$ cat src/rtl/rf_pkg.sv
package rf_pkg;
  // Pointer selection codes used on ptr_sel.
  typedef enum logic [1:0] {
    PSEL_X    = 2'd0,
    PSEL_Y    = 2'd1,
    PSEL_Z    = 2'd2,
    PSEL_NONE = 2'd3
  } ptr_sel_e;

  // Number of register pairs that serve as pointers.
  localparam int unsigned PTR_PAIRS = 3;
endpackage

$ cat src/rtl/rf_dspace_decode.sv
// Maps a data-space address onto the register window at the bottom of the map.
module rf_dspace_decode #(
  parameter int unsigned AW   = 16,
  parameter int unsigned IDXW = 5
) (
  input  logic [AW-1:0]   addr,
  output logic            hit,
  output logic [IDXW-1:0] idx
);
  assign hit = (addr[AW-1:IDXW] == '0);
  assign idx = addr[IDXW-1:0];
endmodule

$ cat src/rtl/rf_ptr_decode.sv
// Turns a pointer word write into per-register strobes and byte lanes.
module rf_ptr_decode
  import rf_pkg::*;
#(
  parameter int unsigned NREG = 32,
  parameter int unsigned DW   = 8
) (
  input  logic            ptr_we,
  input  logic [1:0]      ptr_sel,
  input  logic [2*DW-1:0] ptr_wdata,
  output logic [NREG-1:0] pw_hit,
  output logic [DW-1:0]   pw_lo,
  output logic [DW-1:0]   pw_hi
);
  localparam int unsigned PTR_BASE = NREG - 2 * PTR_PAIRS;

  ptr_sel_e sel;
  assign sel   = ptr_sel_e'(ptr_sel);
  assign pw_lo = ptr_wdata[DW-1:0];
  assign pw_hi = ptr_wdata[2*DW-1:DW];

  always_comb begin
    pw_hit = '0;
    for (int p = 0; p < int'(PTR_PAIRS); p++) begin
      if (ptr_we && (sel != PSEL_NONE) && (int'(sel) == p)) begin
        pw_hit[PTR_BASE + 2*p]     = 1'b1;
        pw_hit[PTR_BASE + 2*p + 1] = 1'b1;
      end
    end
  end
endmodule

$ cat src/rtl/rf_cell.sv
// One byte register with a fixed write priority: reset, pointer, byte, store.
module rf_cell #(
  parameter int unsigned DW = 8
) (
  input  logic          clk,
  input  logic          rst,
  input  logic          ptr_hit,
  input  logic [DW-1:0] ptr_byte,
  input  logic          wr_hit,
  input  logic [DW-1:0] wr_byte,
  input  logic          ds_hit,
  input  logic [DW-1:0] ds_byte,
  output logic [DW-1:0] q
);
  always_ff @(posedge clk) begin
    if (rst)          q <= '0;
    else if (ptr_hit) q <= ptr_byte;
    else if (wr_hit)  q <= wr_byte;
    else if (ds_hit)  q <= ds_byte;
  end
endmodule

$ cat src/rtl/rf_pointer_file.sv
// Register bank with pointer-pair views and a data-space window.
module rf_pointer_file
  import rf_pkg::*;
#(
  parameter int unsigned NREG = 32,
  parameter int unsigned DW   = 8,
  parameter int unsigned AW   = 16
) (
  input  logic                    clk,
  input  logic                    rst,
  input  logic [$clog2(NREG)-1:0] rd_a_idx,
  output logic [DW-1:0]           rd_a_data,
  input  logic [$clog2(NREG)-1:0] rd_b_idx,
  output logic [DW-1:0]           rd_b_data,
  input  logic                    wr_en,
  input  logic [$clog2(NREG)-1:0] wr_idx,
  input  logic [DW-1:0]           wr_data,
  input  logic                    ptr_we,
  input  logic [1:0]              ptr_sel,
  input  logic [2*DW-1:0]         ptr_wdata,
  output logic [2*DW-1:0]         ptr_x,
  output logic [2*DW-1:0]         ptr_y,
  output logic [2*DW-1:0]         ptr_z,
  input  logic [AW-1:0]           ds_addr,
  input  logic                    ds_we,
  input  logic [DW-1:0]           ds_wdata,
  output logic [DW-1:0]           ds_rdata,
  output logic                    ds_miss
);
  localparam int unsigned IDXW     = $clog2(NREG);
  localparam int unsigned PTR_BASE = NREG - 2 * PTR_PAIRS;

  logic [DW-1:0]   regs [NREG];
  logic [NREG-1:0] pw_hit;
  logic [DW-1:0]   pw_lo, pw_hi;
  logic            ds_hit;
  logic [IDXW-1:0] ds_idx;

  rf_ptr_decode #(.NREG(NREG), .DW(DW)) u_ptr_dec (
    .ptr_we    (ptr_we),
    .ptr_sel   (ptr_sel),
    .ptr_wdata (ptr_wdata),
    .pw_hit    (pw_hit),
    .pw_lo     (pw_lo),
    .pw_hi     (pw_hi)
  );

  rf_dspace_decode #(.AW(AW), .IDXW(IDXW)) u_ds_dec (
    .addr (ds_addr),
    .hit  (ds_hit),
    .idx  (ds_idx)
  );

  for (genvar i = 0; i < int'(NREG); i++) begin : g_reg
    logic          wr_sel, ds_sel;
    logic [DW-1:0] lane;
    assign wr_sel = wr_en && (wr_idx == IDXW'(i));
    assign ds_sel = ds_we && ds_hit && (ds_idx == IDXW'(i));
    if (i % 2 == 0) begin : g_even
      assign lane = pw_lo;
    end else begin : g_odd
      assign lane = pw_hi;
    end
    rf_cell #(.DW(DW)) u_cell (
      .clk      (clk),
      .rst      (rst),
      .ptr_hit  (pw_hit[i]),
      .ptr_byte (lane),
      .wr_hit   (wr_sel),
      .wr_byte  (wr_data),
      .ds_hit   (ds_sel),
      .ds_byte  (ds_wdata),
      .q        (regs[i])
    );
  end

  // Operand reads: plain muxes, no bypass from the write port.
  assign rd_a_data = regs[rd_a_idx];
  assign rd_b_data = regs[rd_b_idx];

  // Pointer views, even register is the low byte.
  assign ptr_x = {regs[PTR_BASE + 1], regs[PTR_BASE + 0]};
  assign ptr_y = {regs[PTR_BASE + 3], regs[PTR_BASE + 2]};
  assign ptr_z = {regs[PTR_BASE + 5], regs[PTR_BASE + 4]};

  // Data-space window.
  assign ds_rdata = ds_hit ? regs[ds_idx] : '0;
  assign ds_miss  = !ds_hit;
endmodule

$ cat config.mk
export PLATFORM = sky130hd
export DESIGN_NAME = rf_pointer_file
export DESIGN_NICKNAME = d
export VERILOG_FILES = /design/src/rtl/rf_pkg.sv /design/src/rtl/rf_dspace_decode.sv /design/src/rtl/rf_ptr_decode.sv /design/src/rtl/rf_cell.sv /design/src/rtl/rf_pointer_file.sv
export SDC_FILE = /design/constraint.sdc
export NUM_CORES = 1
export LEC_CHECK = 0
export BUFFER_PORTS_ARGS = -buffer_cell sky130_fd_sc_hd__buf_2
export CORE_ASPECT_RATIO = 1.25
export CORE_MARGIN = 2
export CORE_UTILIZATION = 60
export CTS_BUF_LIST = sky130_fd_sc_hd__clkbuf_16
export CTS_CLUSTER_SIZE = 28
export DETAILED_ROUTE_END_ITERATION = 8
export GPL_ROUTABILITY_DRIVEN = 1
export PLACE_DENSITY = 0.79
export SYNTH_ARGS = -nofsm -noshare
export SYNTH_HDL_FRONTEND = slang
export SYNTH_SLANG_ARGS = --single-unit
export TNS_END_PERCENT = 100
$ cat constraint.sdc
create_clock -name clk -period 2.53 [get_ports clk]
set_input_delay 0 -clock clk [delete_from_list [all_inputs] [get_ports clk]]
set_output_delay 0 -clock clk [all_outputs]
set_load 0.005 [all_outputs]
After elaboration in Yosys (flattened, before gate mapping)
Index checks and enable logic that the tools add are counted.

storage, ports and cells
  bits in latches = 0
  memory bits (writable) = 0
  input bits = 70
  bits in read-only memories = 0
  register bits = 256
  memories = 0

operators by class
  multipliers = 0
  multiplexer cells = 83
  shifts and indexed selects = 0
  eq/ne operators = 65
  add/subtract/negate cells = 0
  $lt $le $gt $ge = 3
  div/mod/pow operators = 0
  reduce and logical (&&, ||, !) cells = 106
  bitwise operators = 3

operators by type and width
  kind                                                                   number
  8-bit two-way mux                                                      77
  5-bit equality test, second input constant                             32
  8-bit binary-select mux with 5-bit select                              3
  5-bit by 4-bit equality test with 1-bit output, second input constant  16
  1-bit logical AND                                                      69
  2-bit nonzero test                                                     26
  5-bit by 3-bit equality test with 1-bit output, second input constant  8
  5-bit by 2-bit equality test with 1-bit output, second input constant  4
  6-bit greater-or-equal comparator, second input constant               3
  5-bit inverter with 6-bit output                                       3
  3-bit nonzero test                                                     6
  11-bit logical NOT                                                     1
  5-bit by 1-bit equality test with 1-bit output, second input constant  2
  5-bit logical NOT                                                      2
  2-bit two-way mux                                                      3
  2-bit equality test, second input constant                             2
  2-bit logical NOT                                                      1
  2-bit inequality test, second input constant                           1
  1-bit logical NOT                                                      1

Longest topological paths before layout
Gate-level depths: netlist of run 1.

  depth after elaboration = 6
  gate-level depth with buffers = 8

Cells and area by module
From an unflattened synthesis of run 1, not the netlist that was laid out.

unflattened totals
  cells, all modules = 2023
  area, all modules = 21592.0 µm²

by module, submodules not included
  module            area an instance (µm²)  times used  cells an instance  seq. area each (µm²)
  rf_cell           454.2                   32          45                 160.2
  rf_pointer_file   6625.1                  1           525                0.0
  rf_ptr_decode     371.6                   1           49                 0.0
  rf_dspace_decode  61.3                    1           9                  0.0

Least setup slack after synthesis of run 1
Ideal clock, no wire load.

  kind = input -> output
  start = in rd_a_idx[1]
  end = out rd_a_data[2]
  buffers on the path = 3
  arrival = 1671 ps
  cell stages on the path = 6
  slack = 859 ps
  path through = buf_2 buf_4 buf_2 mux4_2 mux4_2 mux2_2

between the ends
  word-level cells in the longest chain between the ends = 4

RTL lines
  element                                                 line                   RTL
  start: declaration                                      rf_pointer_file.sv:11  input logic [$clog2(NREG)-1:0] rd_a_idx,
  5-bit inverter with 6-bit output (implied by the code)  rf_pointer_file.sv:78  assign rd_a_data = regs[rd_a_idx];
  8-bit binary-select mux with 5-bit select               rf_pointer_file.sv:78
  8-bit two-way mux (implied by the code) (2 in a row)    rf_pointer_file.sv:78
  end: declaration                                        rf_pointer_file.sv:12  output logic [DW-1:0] rd_a_data,

Every way passes these cells. The select of a mux whose other input is x is not followed.

Final worst setup path of run 1
  start = reg g_reg[23].u_cell.q[0]
  end = out ds_rdata[0]

between the ends
  word-level cells in the longest chain between the ends = 4

RTL lines
  element                                               line                   RTL
  start: declaration                                    rf_cell.sv:13          output logic [DW-1:0] q
  start signal: assignment                              rf_cell.sv:17          else if (ptr_hit) q <= ptr_byte;
  start signal: assignment                              rf_cell.sv:18          else if (wr_hit) q <= wr_byte;
  start signal: assignment                              rf_cell.sv:19          else if (ds_hit) q <= ds_byte;
  8-bit binary-select mux with 5-bit select             rf_pointer_file.sv:87  assign ds_rdata = ds_hit ? regs[ds_idx] : '0;
  8-bit two-way mux (implied by the code) (2 in a row)  rf_pointer_file.sv:87
  8-bit two-way mux                                     rf_pointer_file.sv:87
  end: declaration                                      rf_pointer_file.sv:27  output logic [DW-1:0] ds_rdata,

Every way passes these cells. The select of a mux whose other input is x is not followed.

==> results of run 1 <==
-- layer usage --
layer | wire length [um] | up-vias | share of wire, %
li1 | - | 8438 | -
met1 | 29900 | 10100 | 36
met2 | 34900 | 2120 | 42
met3 | 13500 | 393 | 16
met4 | 5550 | 2 | 6.6
met5 | 11 | - | 0.013
-- cell usage in the layout (no fill, tap or decap), drive strengths merged, types with 6 or more instances in the layout --
master	n
nand2	36
o21ai	264
nand2b	53
nor2b	13
mux2i	103
clkbuf	30
a311oi	144
a21oi	7
and2	6
a221oi	16
o221ai	7
dlygate4sd3	27
nand3	200
nand4	6
clkinv	12
or2	9
a311o	48
inv	6
and4	6
nor3	8
mux4	200
buf	249
a211oi	67
nor2	267
mux2	17
a31oi	64
dfxtp	256
-- logic make-up after synthesis --
logic type	after synthesis
DFF	256
and+or+nand+nor	634
buffers and inverters	290
muxes	320
AOI/OAI and AO/OA	633
-- critical path, cell delays in order (launching register included) --
cell	delay (ns)
dfxtp_1	0.45
mux2i_1	0.16
a221oi_1	0.28
o21ai_0	0.23
a221oi_1	0.64
buf_2	0.23
-- cell type report --
class | instances | area, um^2
Antenna cell | 1 | 2.50
Fill cell | 2555 | 10600
Tap cell | 418 | 523
Sequential cell | 256 | 5120
Clock inverter | 25 | 272
Clock buffer | 29 | 726
Timing Repair Buffer | 277 | 1990
Multi-Input combinational cell | 1587 | 13300
-- path summary, 6_finish.rpt --
check,slack (ns),start,cells past startpoint,to
setup / recovery,-0.05,g_reg[23].u_cell.q[0],5,ds_rdata[0]
hold / removal,0.05,ptr_sel[0],5,g_reg[29].u_cell.q[0]
setup reg to reg,1.54,g_reg[6].u_cell.q[4],2,g_reg[6].u_cell.q[4]
hold reg to reg,0.53,g_reg[3].u_cell.q[7],2,g_reg[3].u_cell.q[7]
-- stage by stage --
stage,hold WS (ns),TNS (ns)
2_1_floorplan,0.254,0
3_3_place_gp,0.436,0
3_5_place_dp,0.455,0
4_1_cts,0.0349,0
5_1_grt,0.112,0
6_report,0.0502,-0.0681
-- timing repair --
| item | in CTS | in global routing |
|---|---|---|
| endpoints found under the hold margin | 108 | 0 |
| gates resized for setup | 3 | 2 |
| buffers inserted | 0 | 0 |
| hold buffers | 27 | 0 |
| pin swaps | 0 | 0 |
| setup endpoints to repair | 3 | 2 |
-- power by group --
group          total, mW  leakage (nW)  internal (mW)  switching (mW)
registers           4.23          2.07           4.11           0.126
logic               1.62          4.85          0.617           0.998
clock network       4.56         0.494           2.62            1.94
total               10.4          7.41           7.34            3.07
==> run metrics, run 1 <==
H-tree depth 1; Top reg by flops g.u_cell.q; Main synth FF type dfxtp_1; CTS Buf Count 29; Worst EP arrival 2.58 ns; max_slew headroom 33.0%; synthesized flop and latch total 256; number of flip-flops under the largest register name 256; Initial DRT Pass Iterations 6; post-synthesis simple-gate area fraction 15.7%; clock skew 0 ns; Synth area leader dfxtp_1; initial antenna violation count 2; largest family of logic cells by synthesized area multiplexers; GR Layer Usage met3 14.4%; Final GP Congestion 1.03; largest fanout on the critical path 4; achievable frequency 0.388 GHz; Final Cycle Share 102%; largest net degree at the start of global routing 128; number of synthesis warnings 0; Leak 7.41 nW; # Max-Cap Violations 0; EDFF count, synth 0; Final Hold Violating Endpoints 0; Place WS 0.245 ns; status finished with violations; ANT nets after route 0; final worst path period need 2.58 ns; power per cell area 475 nW/um^2; Sinks on Clock Net 256; initial core utilization 60.5%; Crit. End Element output pin; die width 166 um; GRT Util Overall 47.3%; CTS max path bufs 3; count leader, synth nor2_1; Post-synth top cells nor2_1, dfxtp_1, o21ai_0; largest cells by area after synthesis dfxtp_1, mux4_2, o21ai_0, a311oi_1, mux2i_1; vias in the first global route 19.4k; first-pass GRT wire length 124000 um; Setup crit start kind flop; Compound-Gate Fraction of Synth Area 22.4%; Post-DP HPWL 56300 um; Adder-Cell Fraction of Synth Area 0%; multiplexer share of the synthesized area 29.1%; # DRC 0; clock slew seen by the registers of the worst setup and hold paths 0.06 ns; Peak VDD IR 593 uV; Setup WS post-layout -0.0468 ns; total wire length 83900 um; M2 GR Usage 68.0%; xor/xnor cell area share of the yosys netlist 0%; met1 GRT Util 63.8%; critical path class flop to output pin; Critical Path RT 2.53 ns; Avg Cell Area, Syn 9.22 um^2; Hold Path Class input pin to flop; post-placement cell count 2511; synthesis-to-layout area growth 11.4%; fin area 21900 um^2; cell count after synthesis 2133; CTS root buf clkbuf_16; routed vias 21.1k; Worst-Margin Slew 1.00 ns; DRT iter0 DRCs 3563; WL/cell 32.3 um; Placed Area 20600 um^2; die area 34300 um^2; Synth async-reset ratio 0%; Synth Cell Area 19700 um^2; max-slew violation count 0; grt ovf 0; height of the die 206 um; Top Ports 143; Final Power 10.4 mW; Synth top area share 26.1%; CORE AREA 32500 um^2; biggest regs g.u_cell.q: 256 flops; Final setup viols 4; final core utilization 67.4%; Top Usage Layer GRT met2; post-synthesis sequential area ratio 26.1%; unrepaired setup endpoints after global routing no; Worst-Skew Late Latency 0.58 ns; Yosys cell types 54; layout cells sized above 1 25.2%; CTS tree done; port bufs 142; post-DR vias/cell 8.13; failing checks setup timing; row count 74; final non-filler cell total 2593; fin nets 2221; Net Count, Synth 2203
(Power assumes the default switching activity.)
==> run 2, diff against run 1 <==
Settings changed: CELL_PAD_IN_SITES_DETAIL_PLACEMENT from default to 0, CELL_PAD_IN_SITES_GLOBAL_PLACEMENT from default to 1, CORE_UTILIZATION 60 to 52, PLACE_DENSITY 0.79 to default, PLACE_DENSITY_LB_ADDON from default to 0.1, RECOVER_POWER from default to 100.
==> run 2 against run 1 <==
Against the previous run: the flow still finishes with violations (setup timing); clock skew unchanged; global-route usage decreased by 2.2 points; worst setup slack better by 0.030 ns; sequential share of layout area about the same; via count down 1.3%; core utilization shrank 8.4 points; power down 4.3%; largest cell class unchanged; largest power group is now registers.
==> run metrics, run 2 (synthesis results as in run 1) <==
Setup WS post-layout -0.0166 ns (+0.0302 ns); CORE AREA 37300 um^2 (+15%); initial antenna violation count 1 (-1); Power Internal 6.91 mW (-5.9%); worst path bufs/invs 1 (unchanged); Setup TNS Final -0.0281 ns (+0.0400 ns); number of flip-flops under the largest register name 256 (unchanged); most frequent cells in the layout nor2_1, o21ai_0, dfxtp_1, mux4_2, nand3_1; Post-DP HPWL 61100 um (+8.6%); antenna cell count 0 (-1); first-pass GRT wire length 133000 um (+7.0%); Setup crit start kind flop; Place WS 0.326 ns (+0.0804 ns); post-CTS setup buffer count 0 (unchanged); clock slew seen by the registers of the worst setup and hold paths 0.06 ns (about the same); critical path startpoint g_reg[22].u_cell.q[1]; Top reg by flops g.u_cell.q; most common cell after layout, fill and taps aside nor2_1; Sinks on Clock Net 256 (unchanged); critical path class flop to output pin; Switching Share 30.6% (+1.1 points); vias in the first global route 19.4k (+0.16%); # Max-Cap Violations 0 (unchanged); Hold Path Origin wr_data[2]; most frequent cell on the critical path mux4_2; Worst-Skew Late Latency 0.59 ns (about the same); CTS tree done; port bufs 142 (unchanged); Critical Path RT 2.53 ns (about the same); die width 178 um (+7.2%); Initial DRT Pass Iterations 7 (+1); die area 39400 um^2 (+15%); # fillers 3290 (+29%); Final Hold Violating Endpoints 0 (unchanged); FF-to-FF Start g_reg[26].u_cell.q[4]; slowest stage delay, CP 0.62 ns (-0.02 ns); Crit. End Element output pin; Final Cycle Share 101% (-1.2 points); CTS Buf Count 29 (unchanged); Final setup viols 2 (-2); CTS root buf clkbuf_16; max_slew headroom 2.21% (-31 points); Final GP Congestion 1.02 (-1.4%); crit-path cells mux4_2 -> mux4_2 -> mux2_4 -> buf_2; grt ovf 0 (unchanged); Top Ports 143 (unchanged); height of the die 221 um (+7.3%); CP max stage cell mux4_2; fin nets 2242 (+0.95%); status finished with violations; max-slew violation count 0 (unchanged); unrepaired setup endpoints after global routing no; Combinational Power Share 16.7% (+1.2 points); post-placement cell count 2594 (+3.3%); power per cell area 453 nW/um^2 (-4.6%); clock power share 40.7% (-3.1 points); sequential power share 42.6% (+1.9 points); initial core utilization 52.8% (-7.7 points); CTS max path bufs 3 (unchanged); ANT nets after route 0 (unchanged); Hold Path Class input pin to flop; failing checks setup timing; total wire length 90200 um (+7.6%); CP top delay family multiplexers; WL/cell 33.7 um (+4.1%); final non-filler cell total 2679 (+3.3%); Leak 7.25 nW (-2.2%); achievable frequency 0.393 GHz (+1.2%); switching power total 3.05 mW (-0.65%); DRT iter0 DRCs 3228 (-9.4%); largest net degree at the start of global routing 106 (-17%); H-tree depth 1 (unchanged); final worst path period need 2.55 ns (-0.0302 ns); Peak VDD IR 488 uV (-18%); routed vias 20.8k (-1.3%); GRT Util Overall 45.2% (-2.2 points); clock skew 0 ns (unchanged); post-DR vias/cell 7.76 (-4.5%); Worst-Margin Slew 1.47 ns (+0.462 ns); largest fanout on the critical path 4 (unchanged); row count 79 (+6.8%); synthesis-to-layout area growth 11.7%; biggest regs g.u_cell.q: 256 flops; Worst EP arrival 2.55 ns (-0.03 ns); # DRC 0 (unchanged); layout cells sized above 1 24.6% (-0.63 points)
## run 2: cell count changes in the layout (fill, tap and decap cells not counted), sizes merged
cell / previous run / this run
buf: 249 / 230
bufinv: 5 / 1
clkbuf: 30 / 64
clkinv: 12 / 17
clkinvlp: 2 / 1
diode: 1 / 0
dlygate4sd3: 27 / 33
inv: 6 / 4
## run 2: through the flow
step / area [um^2] / utilization, % / hold slack (ns) / power [mW]
after global routing: 22000 / 59.0 / 0.0789 / 10.2
after global placement: 20900 / 56.0 / 0.436 / 5.87
final: 22000 / 59.0 / 0.0765 / 9.96
after floorplan: 19700 / - / 0.254 / 5.24
after detailed placement: 20900 / 56.0 / 0.446 / 5.89
after CTS: 22100 / 59.2 / 0.0269 / 9.91
## run 2: final timing paths
kind / endpoint / slack (ns) / depth (start not counted)
max: rd_a_data[1] / -0.02 / 4
min: g_reg[19].u_cell.q[2] / 0.08 / 4
max reg2reg: g_reg[26].u_cell.q[4] / 1.51 / 3
min reg2reg: g_reg[16].u_cell.q[3] / 0.52 / 2
## run 2: worst reg2reg max path, cell delays in order (launching register included)
cell and delay [ns]:
dfxtp_1 0.42, clkbuf_1 0.31, nand2b_1 0.09, mux2i_1 0.12
## run 2: what timing repair did
action                                 CTS  global route
resized for setup                        2            20
endpoints found under the hold margin  125             0
cloned                                   0             0
setup endpoints to repair                1            11
pin swaps                                0             0
hold buffers                            33             0
## run 2: power groups by stage
stage / Clock [mW] / Sequential, mW / Combinational [mW]
final: 4.05 / 4.25 / 1.66
after global routing: 4.22 / 4.24 / 1.71
after CTS: 4.06 / 4.23 / 1.61
after detailed placement: 0 / 4.32 / 1.56
after global placement: 0 / 4.32 / 1.55
after floorplan: 0 / 4.26 / 0.985
## run 2: cell type report
type / count / area (um^2) / share of cell area (%)
Tap cell: 486 / 608 / 2.77
Multi-Input combinational cell: 1587 / 13200 / 60.3
Timing Repair Buffer: 298 / 2120 / 9.66
Sequential cell: 256 / 5140 / 23.4
Clock buffer: 29 / 726 / 3.30
Clock inverter: 23 / 134 / 0.609
## run 2: routing by layer
metal / up-vias / share of wire (%) / global-route usage, %
li1: 8492 / - / -
met1: 10200 / 36 / 60.9
met2: 1803 / 43 / 65.1
met3: 341 / 14 / 12.5
met4: 0 / 6.7 / 25.3
met5: - / 0 / 0
